[src/rtl/gpio_irq_pkg.sv]
package gpio_irq_pkg;
  localparam int REG_AW = 3;

  localparam logic [REG_AW-1:0] RA_DATA   = 3'd0;
  localparam logic [REG_AW-1:0] RA_DIR    = 3'd1;
  localparam logic [REG_AW-1:0] RA_PAD    = 3'd2;
  localparam logic [REG_AW-1:0] RA_CFG_LO = 3'd3;
  localparam logic [REG_AW-1:0] RA_CFG_HI = 3'd4;
  localparam logic [REG_AW-1:0] RA_MASK   = 3'd5;
  localparam logic [REG_AW-1:0] RA_STAT   = 3'd6;
  localparam logic [REG_AW-1:0] RA_ANYEDG = 3'd7;

  typedef enum logic [1:0] {
    TRIG_LEVEL_LOW  = 2'b00,
    TRIG_LEVEL_HIGH = 2'b01,
    TRIG_RISE       = 2'b10,
    TRIG_FALL       = 2'b11
  } trig_code_e;
endpackage

[src/rtl/gpio_irq_sync.sv]
module gpio_irq_sync #(
  parameter int WIDTH  = 32,
  parameter int STAGES = 2
) (
  input  logic             clk,
  input  logic             rst_n,
  input  logic [WIDTH-1:0] async_in,
  output logic [WIDTH-1:0] sync_out
);
  logic [WIDTH-1:0] chain_q [STAGES];

  always_ff @(posedge clk or negedge rst_n) begin
    if (!rst_n) chain_q[0] <= '0;
    else        chain_q[0] <= async_in;
  end

  for (genvar s = 1; s < STAGES; s++) begin : g_stage
    always_ff @(posedge clk or negedge rst_n) begin
      if (!rst_n) chain_q[s] <= '0;
      else        chain_q[s] <= chain_q[s-1];
    end
  end

  assign sync_out = chain_q[STAGES-1];
endmodule

[src/rtl/gpio_irq_detect.sv]
module gpio_irq_detect
  import gpio_irq_pkg::*;
(
  input  logic       level_now,
  input  logic       level_prev,
  input  logic [1:0] code,
  input  logic       any_edge,
  output logic       hit
);
  logic rose, fell;
  trig_code_e mode;

  assign rose = level_now & ~level_prev;
  assign fell = ~level_now & level_prev;
  assign mode = trig_code_e'(code);

  always_comb begin
    if (any_edge) begin
      hit = rose | fell;
    end else begin
      unique case (mode)
        TRIG_LEVEL_LOW:  hit = ~level_now;
        TRIG_LEVEL_HIGH: hit = level_now;
        TRIG_RISE:       hit = rose;
        TRIG_FALL:       hit = fell;
        default:         hit = 1'b0;
      endcase
    end
  end
endmodule

[src/rtl/gpio_irq_port.sv]
module gpio_irq_port
  import gpio_irq_pkg::*;
#(
  parameter int PINS        = 32,
  parameter int SYNC_STAGES = 2
) (
  input  logic              clk,
  input  logic              rst_n,
  input  logic              bus_valid,
  input  logic              bus_write,
  input  logic [REG_AW-1:0] bus_addr,
  input  logic [PINS-1:0]   bus_wdata,
  output logic              bus_rvalid,
  output logic [PINS-1:0]   bus_rdata,
  input  logic [PINS-1:0]   pad_in,
  output logic [PINS-1:0]   pad_out,
  output logic [PINS-1:0]   pad_oe,
  output logic              irq_lo,
  output logic              irq_hi
);
  localparam int HALF = PINS / 2;

  logic [PINS-1:0] data_q, dir_q, cfg_lo_q, cfg_hi_q, mask_q, stat_q, anyedg_q;
  logic [PINS-1:0] pad_sync, pad_prev_q, hit;
  logic [PINS-1:0] eff_req;
  logic            wr_en, rd_en;

  assign wr_en = bus_valid & bus_write;
  assign rd_en = bus_valid & ~bus_write;

  gpio_irq_sync #(.WIDTH(PINS), .STAGES(SYNC_STAGES)) u_sync (
    .clk      (clk),
    .rst_n    (rst_n),
    .async_in (pad_in),
    .sync_out (pad_sync)
  );

  always_ff @(posedge clk or negedge rst_n) begin
    if (!rst_n) pad_prev_q <= '0;
    else        pad_prev_q <= pad_sync;
  end

  for (genvar i = 0; i < PINS; i++) begin : g_pin
    logic [1:0] code;
    if (i < HALF) begin : g_low
      assign code = cfg_lo_q[2*i +: 2];
    end else begin : g_high
      assign code = cfg_hi_q[2*(i-HALF) +: 2];
    end
    gpio_irq_detect u_det (
      .level_now  (pad_sync[i]),
      .level_prev (pad_prev_q[i]),
      .code       (code),
      .any_edge   (anyedg_q[i]),
      .hit        (hit[i])
    );
  end

  always_ff @(posedge clk or negedge rst_n) begin
    if (!rst_n) begin
      data_q   <= '0;
      dir_q    <= '0;
      cfg_lo_q <= '0;
      cfg_hi_q <= '0;
      mask_q   <= '0;
      anyedg_q <= '0;
    end else if (wr_en) begin
      case (bus_addr)
        RA_DATA:   data_q   <= bus_wdata;
        RA_DIR:    dir_q    <= bus_wdata;
        RA_CFG_LO: cfg_lo_q <= bus_wdata;
        RA_CFG_HI: cfg_hi_q <= bus_wdata;
        RA_MASK:   mask_q   <= bus_wdata;
        RA_ANYEDG: anyedg_q <= bus_wdata;
        default:   ;
      endcase
    end
  end

  // Sticky status: clear by writing ones, a new hit in the same cycle wins.
  logic [PINS-1:0] clr_vec;
  assign clr_vec = (wr_en && bus_addr == RA_STAT) ? bus_wdata : '0;

  always_ff @(posedge clk or negedge rst_n) begin
    if (!rst_n) stat_q <= '0;
    else        stat_q <= (stat_q & ~clr_vec) | hit;
  end

  always_ff @(posedge clk or negedge rst_n) begin
    if (!rst_n) begin
      bus_rvalid <= 1'b0;
      bus_rdata  <= '0;
    end else begin
      bus_rvalid <= rd_en;
      if (rd_en) begin
        case (bus_addr)
          RA_DATA:   bus_rdata <= data_q;
          RA_DIR:    bus_rdata <= dir_q;
          RA_PAD:    bus_rdata <= pad_sync;
          RA_CFG_LO: bus_rdata <= cfg_lo_q;
          RA_CFG_HI: bus_rdata <= cfg_hi_q;
          RA_MASK:   bus_rdata <= mask_q;
          RA_STAT:   bus_rdata <= stat_q;
          RA_ANYEDG: bus_rdata <= anyedg_q;
          default:   bus_rdata <= '0;
        endcase
      end
    end
  end

  assign eff_req = stat_q & mask_q;
  assign irq_lo  = |eff_req[HALF-1:0];
  assign irq_hi  = |eff_req[PINS-1:HALF];
  assign pad_oe  = dir_q;
  assign pad_out = data_q & dir_q;
endmodule

[config.mk]
export PLATFORM = sky130hd
export DESIGN_NAME = gpio_irq_port
export DESIGN_NICKNAME = d
export VERILOG_FILES = /design/src/rtl/gpio_irq_pkg.sv /design/src/rtl/gpio_irq_sync.sv /design/src/rtl/gpio_irq_detect.sv /design/src/rtl/gpio_irq_port.sv
export SDC_FILE = /design/constraint.sdc
export NUM_CORES = 1
export LEC_CHECK = 0
export BUFFER_PORTS_ARGS = -buffer_cell sky130_fd_sc_hd__buf_2
export CORE_MARGIN = 1
export CORE_UTILIZATION = 59
export DETAILED_ROUTE_END_ITERATION = 16
export PLACE_DENSITY = 0.8
export SETUP_SLACK_MARGIN = 0.2
export SYNTH_ARGS = -nofsm -noshare
export SYNTH_HDL_FRONTEND = slang
export SYNTH_SLANG_ARGS = --single-unit
[constraint.sdc]
create_clock -name clk -period 1.7 [get_ports clk]
set_clock_uncertainty 0.15 [all_clocks]
set_input_delay 0.17 -clock clk [delete_from_list [all_inputs] [get_ports clk]]
set_output_delay 0.17 -clock clk [all_outputs]
set_load 0.01 [all_outputs]
==> impl_metrics.py <==
metrics = {
    "cts": {
        "cts-htree-levels": 2,
        "tritoncts_clock_tree": "built",
        "cts.clk_slew.worst_paths_ps": 60,
        "cts_buffers": 38,
        "ctsLongestPathBuffers": 3,
        "post_cts_hold_buffer_count": 65,
        "clk-insertion-delay-late_ps": 530,
        "sinks_on_the_clock_net": 353,
        "root_buffer": "sky130_fd_sc_hd__clkbuf_16",
    },
    "logic_synthesis": {
        "number_of_synthesized_flops_with_an_enable_pin": 0,
        "ys_ff_latch": 353,
        "post_synth.cell_area_avg_um2": 13.1,
        "postSynth.topFlopCell": "sky130_fd_sc_hd__dfrtp_1",
        "synth.yosys.seq_area_share": 0.530,
        "synth_area_leaders": "sky130_fd_sc_hd__dfrtp_1 (53%), sky130_fd_sc_hd__mux2_2 (7.9%), sky130_fd_sc_hd__mux4_2 (5.8%), sky130_fd_sc_hd__mux2i_1 (5.1%), sky130_fd_sc_hd__ha_1 (4.8%)",
        "yosys.cell_types.count": 43,
        "synth_common_cells": "sky130_fd_sc_hd__dfrtp_1 (353), sky130_fd_sc_hd__mux2_2 (117), sky130_fd_sc_hd__inv_1 (107), sky130_fd_sc_hd__o21ai_0 (100), sky130_fd_sc_hd__mux2i_1 (85)",
        "postSynth.asyncResetShare": 1.00,
        "yosys.cell_count.top_type": "sky130_fd_sc_hd__dfrtp_1",
        "yosys.area.top_type": "sky130_fd_sc_hd__dfrtp_1",
        "synth_area_mm2": 0.0167,
        "synthCells": 1274,
        "post_synthesis_net_count": 1409,
        "synth_top_area_frac": 0.530,
        "ys.warnings.count": 0,
    },
    "finish": {
        "stdcell_count": 2035,
        "final_layout_size_suffix_gt1_frac": 0.373,
        "synthesis_to_finish_area_growth_pct": 27.3,
        "nets": 1765,
        "n_fill_cell": 1633,
    },
    "global_route": {
        "grt_overflow_total": 0,
        "grtUsageTotal": 0.326,
        "grt_antenna_before_repair": 1,
        "grt_first_pass_wirelength_um": 71100,
        "grt_start_max_net_pins": 82,
        "number_of_global_route_vias_before_repair": 12778,
    },
    "timing": {
        "whs_ps": -44.9,
        "worstMarginPinSlew_ps": 461,
        "maxClockFrequency_ghz": 0.475,
        "drv_slew": 0,
        "final_min_period_over_clock_period": 1.24,
        "final_hold_viol_count": 22,
        "report.final.setup_viol": 3,
        "fin_crit_ps": 2110,
        "max_slew_margin": 0.693,
        "fin_tns_setup_ps": -848,
        "unrepaired_setup_endpoints_after_global_routing": "true",
        "layout_setup_ws_ps": -407,
    },
    "placed_design": {
        "gp_routability_congestion": 0.924,
        "dpl_cells": 1833,
        "dp_hpwl_um": 29100,
        "pre_cts_ws_ps": -241,
        "place.port_buffers": 169,
    },
    "worst_setup_path": {
        "timing.critical_path.from_type": "flop",
        "timing.rr.start": "mask_q[24]$_DFFE_PN0P_",
        "r2r_setup_slack_ps": -60,
        "path_cells": "a22o_1 -> a221oi_2 -> buf_4 -> nand4_1 -> buf_2",
        "rr_worst_depth": 6,
        "worst_path_arrival_time_ps": 1790,
        "regToRegEndpoint": "bus_rdata[24]$_DFFE_PN0P_",
        "critical-path-max-stage-delay_ps": 450,
        "setup.worst_path.end": "irq_hi",
        "worstSetupEndpointType": "output port",
        "cp_max_fo": 2,
        "timing.critical_path.required_ps": 1380,
        "crit_slowest_cell": "sky130_fd_sc_hd__dfrtp_2",
        "setup.worst_path.class": "flop to output port",
        "worst_setup_path_start": "mask_q[18]$_DFFE_PN0P_",
    },
    "power": {
        "power.sequential.fraction": 0.448,
        "worst_ir_drop_vdd_uv": 729,
        "internal_power_mw": 18.0,
        "power.leakage_nw": 9.92,
        "power.combinational.fraction": 0.228,
        "power.switching_fraction": 0.289,
        "share_clk_of_total_power": 0.324,
        "p_sw_mw": 7.31,
        "design_power_total_mw": 25.3,
        "power.density_mw_per_mm2": 1190,
    },
    "floorplanning": {
        "die_h_um": 170,
        "initial_core_util": 0.600,
        "floorplan.die_area_mm2": 0.0289,
        "design.portCount": 170,
        "die_width_um": 170,
        "floorplan.rows": 61,
        "core_region_area_mm2": 0.0278,
    },
    "detailed_routing": {
        "postRouteWirelength_um": 46500,
        "vias_per_cell": 5.93,
        "post_drt_antenna_nets": 0,
        "drt_iter0_drc": 986,
        "num_vias": 12061,
        "drcViolationCount": 0,
        "wl_per_cell_um": 22.9,
        "first_pass_detailed_route_iteration_total": 6,
    },
    "hold_path": {
        "timing.hold.worst.class": "input pin to async pin",
    },
    "run_status": {
        "outcome": "complete, but fails checks",
        "violations": "hold timing, setup timing",
    },
    "run": {
        "drv_cap": 0,
    },
}
## worst min-delay path by stage
| stage | end | cells past startpoint | slack, ps | from |
|---|---|---|---|---|
| 6_report | pad_oe[7]$_DFFE_PN0P_ | 2 | -40 | rst_n |
| 5_1_grt | pad_oe[7]$_DFFE_PN0P_ | 2 | -30 | rst_n |
| 4_1_cts | u_sync.sync_out[7]$_DFF_PN0_ | 2 | -50 | rst_n |
| 3_5_place_dp | pad_oe[7]$_DFFE_PN0P_ | 1 | -100 | rst_n |
| 3_3_place_gp | u_sync.sync_out[7]$_DFF_PN0_ | 1 | -110 | rst_n |
| 2_1_floorplan | anyedg_q[0]$_DFFE_PN0P_ | 0 | -280 | rst_n |
## power by group through the flow
stage	combinational [mW]	clock, mW	sequential (mW)
CTS	5.30	8.24	11.2
detailed placement	4.46	0	11.4
finish	5.76	8.18	11.3
floorplan	2.81	0	11.0
global route	6.19	8.62	11.5
global placement	4.28	0	11.3
## kinds of logic after synthesis
group                      share of synthesized area
DFF                                            0.530
muxes                                          0.239
and+or+nand+nor                               0.0566
AOI/OAI and AO/OA                             0.0652
buffers and inverters                         0.0451
adders and majority gates                     0.0480
xor gates and xnor gates                      0.0168
## cells in the final DEF, fill, tap and decap left out, types with 11 or more instances in the layout
cell	n
sky130_fd_sc_hd__xnor2_1	21
sky130_fd_sc_hd__buf_12	18
sky130_fd_sc_hd__o21ai_0	77
sky130_fd_sc_hd__mux2i_1	79
sky130_fd_sc_hd__mux2_4	30
sky130_fd_sc_hd__inv_1	106
sky130_fd_sc_hd__o21ai_1	23
sky130_fd_sc_hd__nor2_1	11
sky130_fd_sc_hd__ha_1	61
sky130_fd_sc_hd__dlygate4sd3_1	65
sky130_fd_sc_hd__buf_6	50
sky130_fd_sc_hd__nand2_1	78
sky130_fd_sc_hd__and2_1	22
sky130_fd_sc_hd__mux2_2	117
sky130_fd_sc_hd__dfrtp_1	334
sky130_fd_sc_hd__buf_2	147
sky130_fd_sc_hd__mux2_1	35
sky130_fd_sc_hd__clkbuf_16	41
sky130_fd_sc_hd__o211ai_1	21
sky130_fd_sc_hd__mux4_2	43
sky130_fd_sc_hd__nand2b_1	29
sky130_fd_sc_hd__xor2_1	11
sky130_fd_sc_hd__dfrtp_2	19
sky130_fd_sc_hd__and2_4	11
sky130_fd_sc_hd__buf_4	89
## critical path, delay by kind of cell, from the launching register on
family          cells  cell delay (ps)
buf+inv             2              320
compound gates      2              420
flops               1              450
simple gates        1               80
## flip-flops by register name, summed over array words and instances, names as in the netlist
name and cells:
mask_q 32, pad_oe 32, cfg_lo_q 32, bus_rdata 32, u_sync.chain_q 32, data_q 32, pad_prev_q 32, u_sync.sync_out 32
cfg_hi_q 32, bus_rvalid 1, stat_q 32, anyedg_q 32
## cell type report
class                   count  area, um^2  area share
flip-flops and latches    353        8860       0.417
inverters                 107         402      0.0189
clock inverters             8        67.6     0.00318
diodes                      1        2.50    0.000118
clock buffers              58        1160      0.0546
multi-input cells         760        7280       0.343
well taps                 378         473      0.0223
repair buffers            370        2990       0.141
## per-layer routing
metal	GRT usage	up-vias	share of wire
met5	0	-	0
met4	0.134	0	0.033
met3	0.0774	127	0.077
met2	0.538	556	0.50
met1	0.415	6190	0.39
li1	-	5188	-
## what timing repair did
action | in CTS | in global routing
resized for setup | 48 | 92
setup buffers | 56 | 14
cloned | 0 | 0
pin swaps | 16 | 23
setup endpoints to repair | 45 | 80
hold endpoints to repair | 609 | 22
## metrics by stage
step,util,hold slack (ps),area [um^2]
after global routing,0.764,-32.0,21200
after detailed placement,0.662,-103,18400
after floorplan,-,-276,16800
after global placement,0.662,-106,18400
final,0.764,-44.9,21200
after CTS,0.750,-53.4,20800
(Power assumes the default switching activity.)
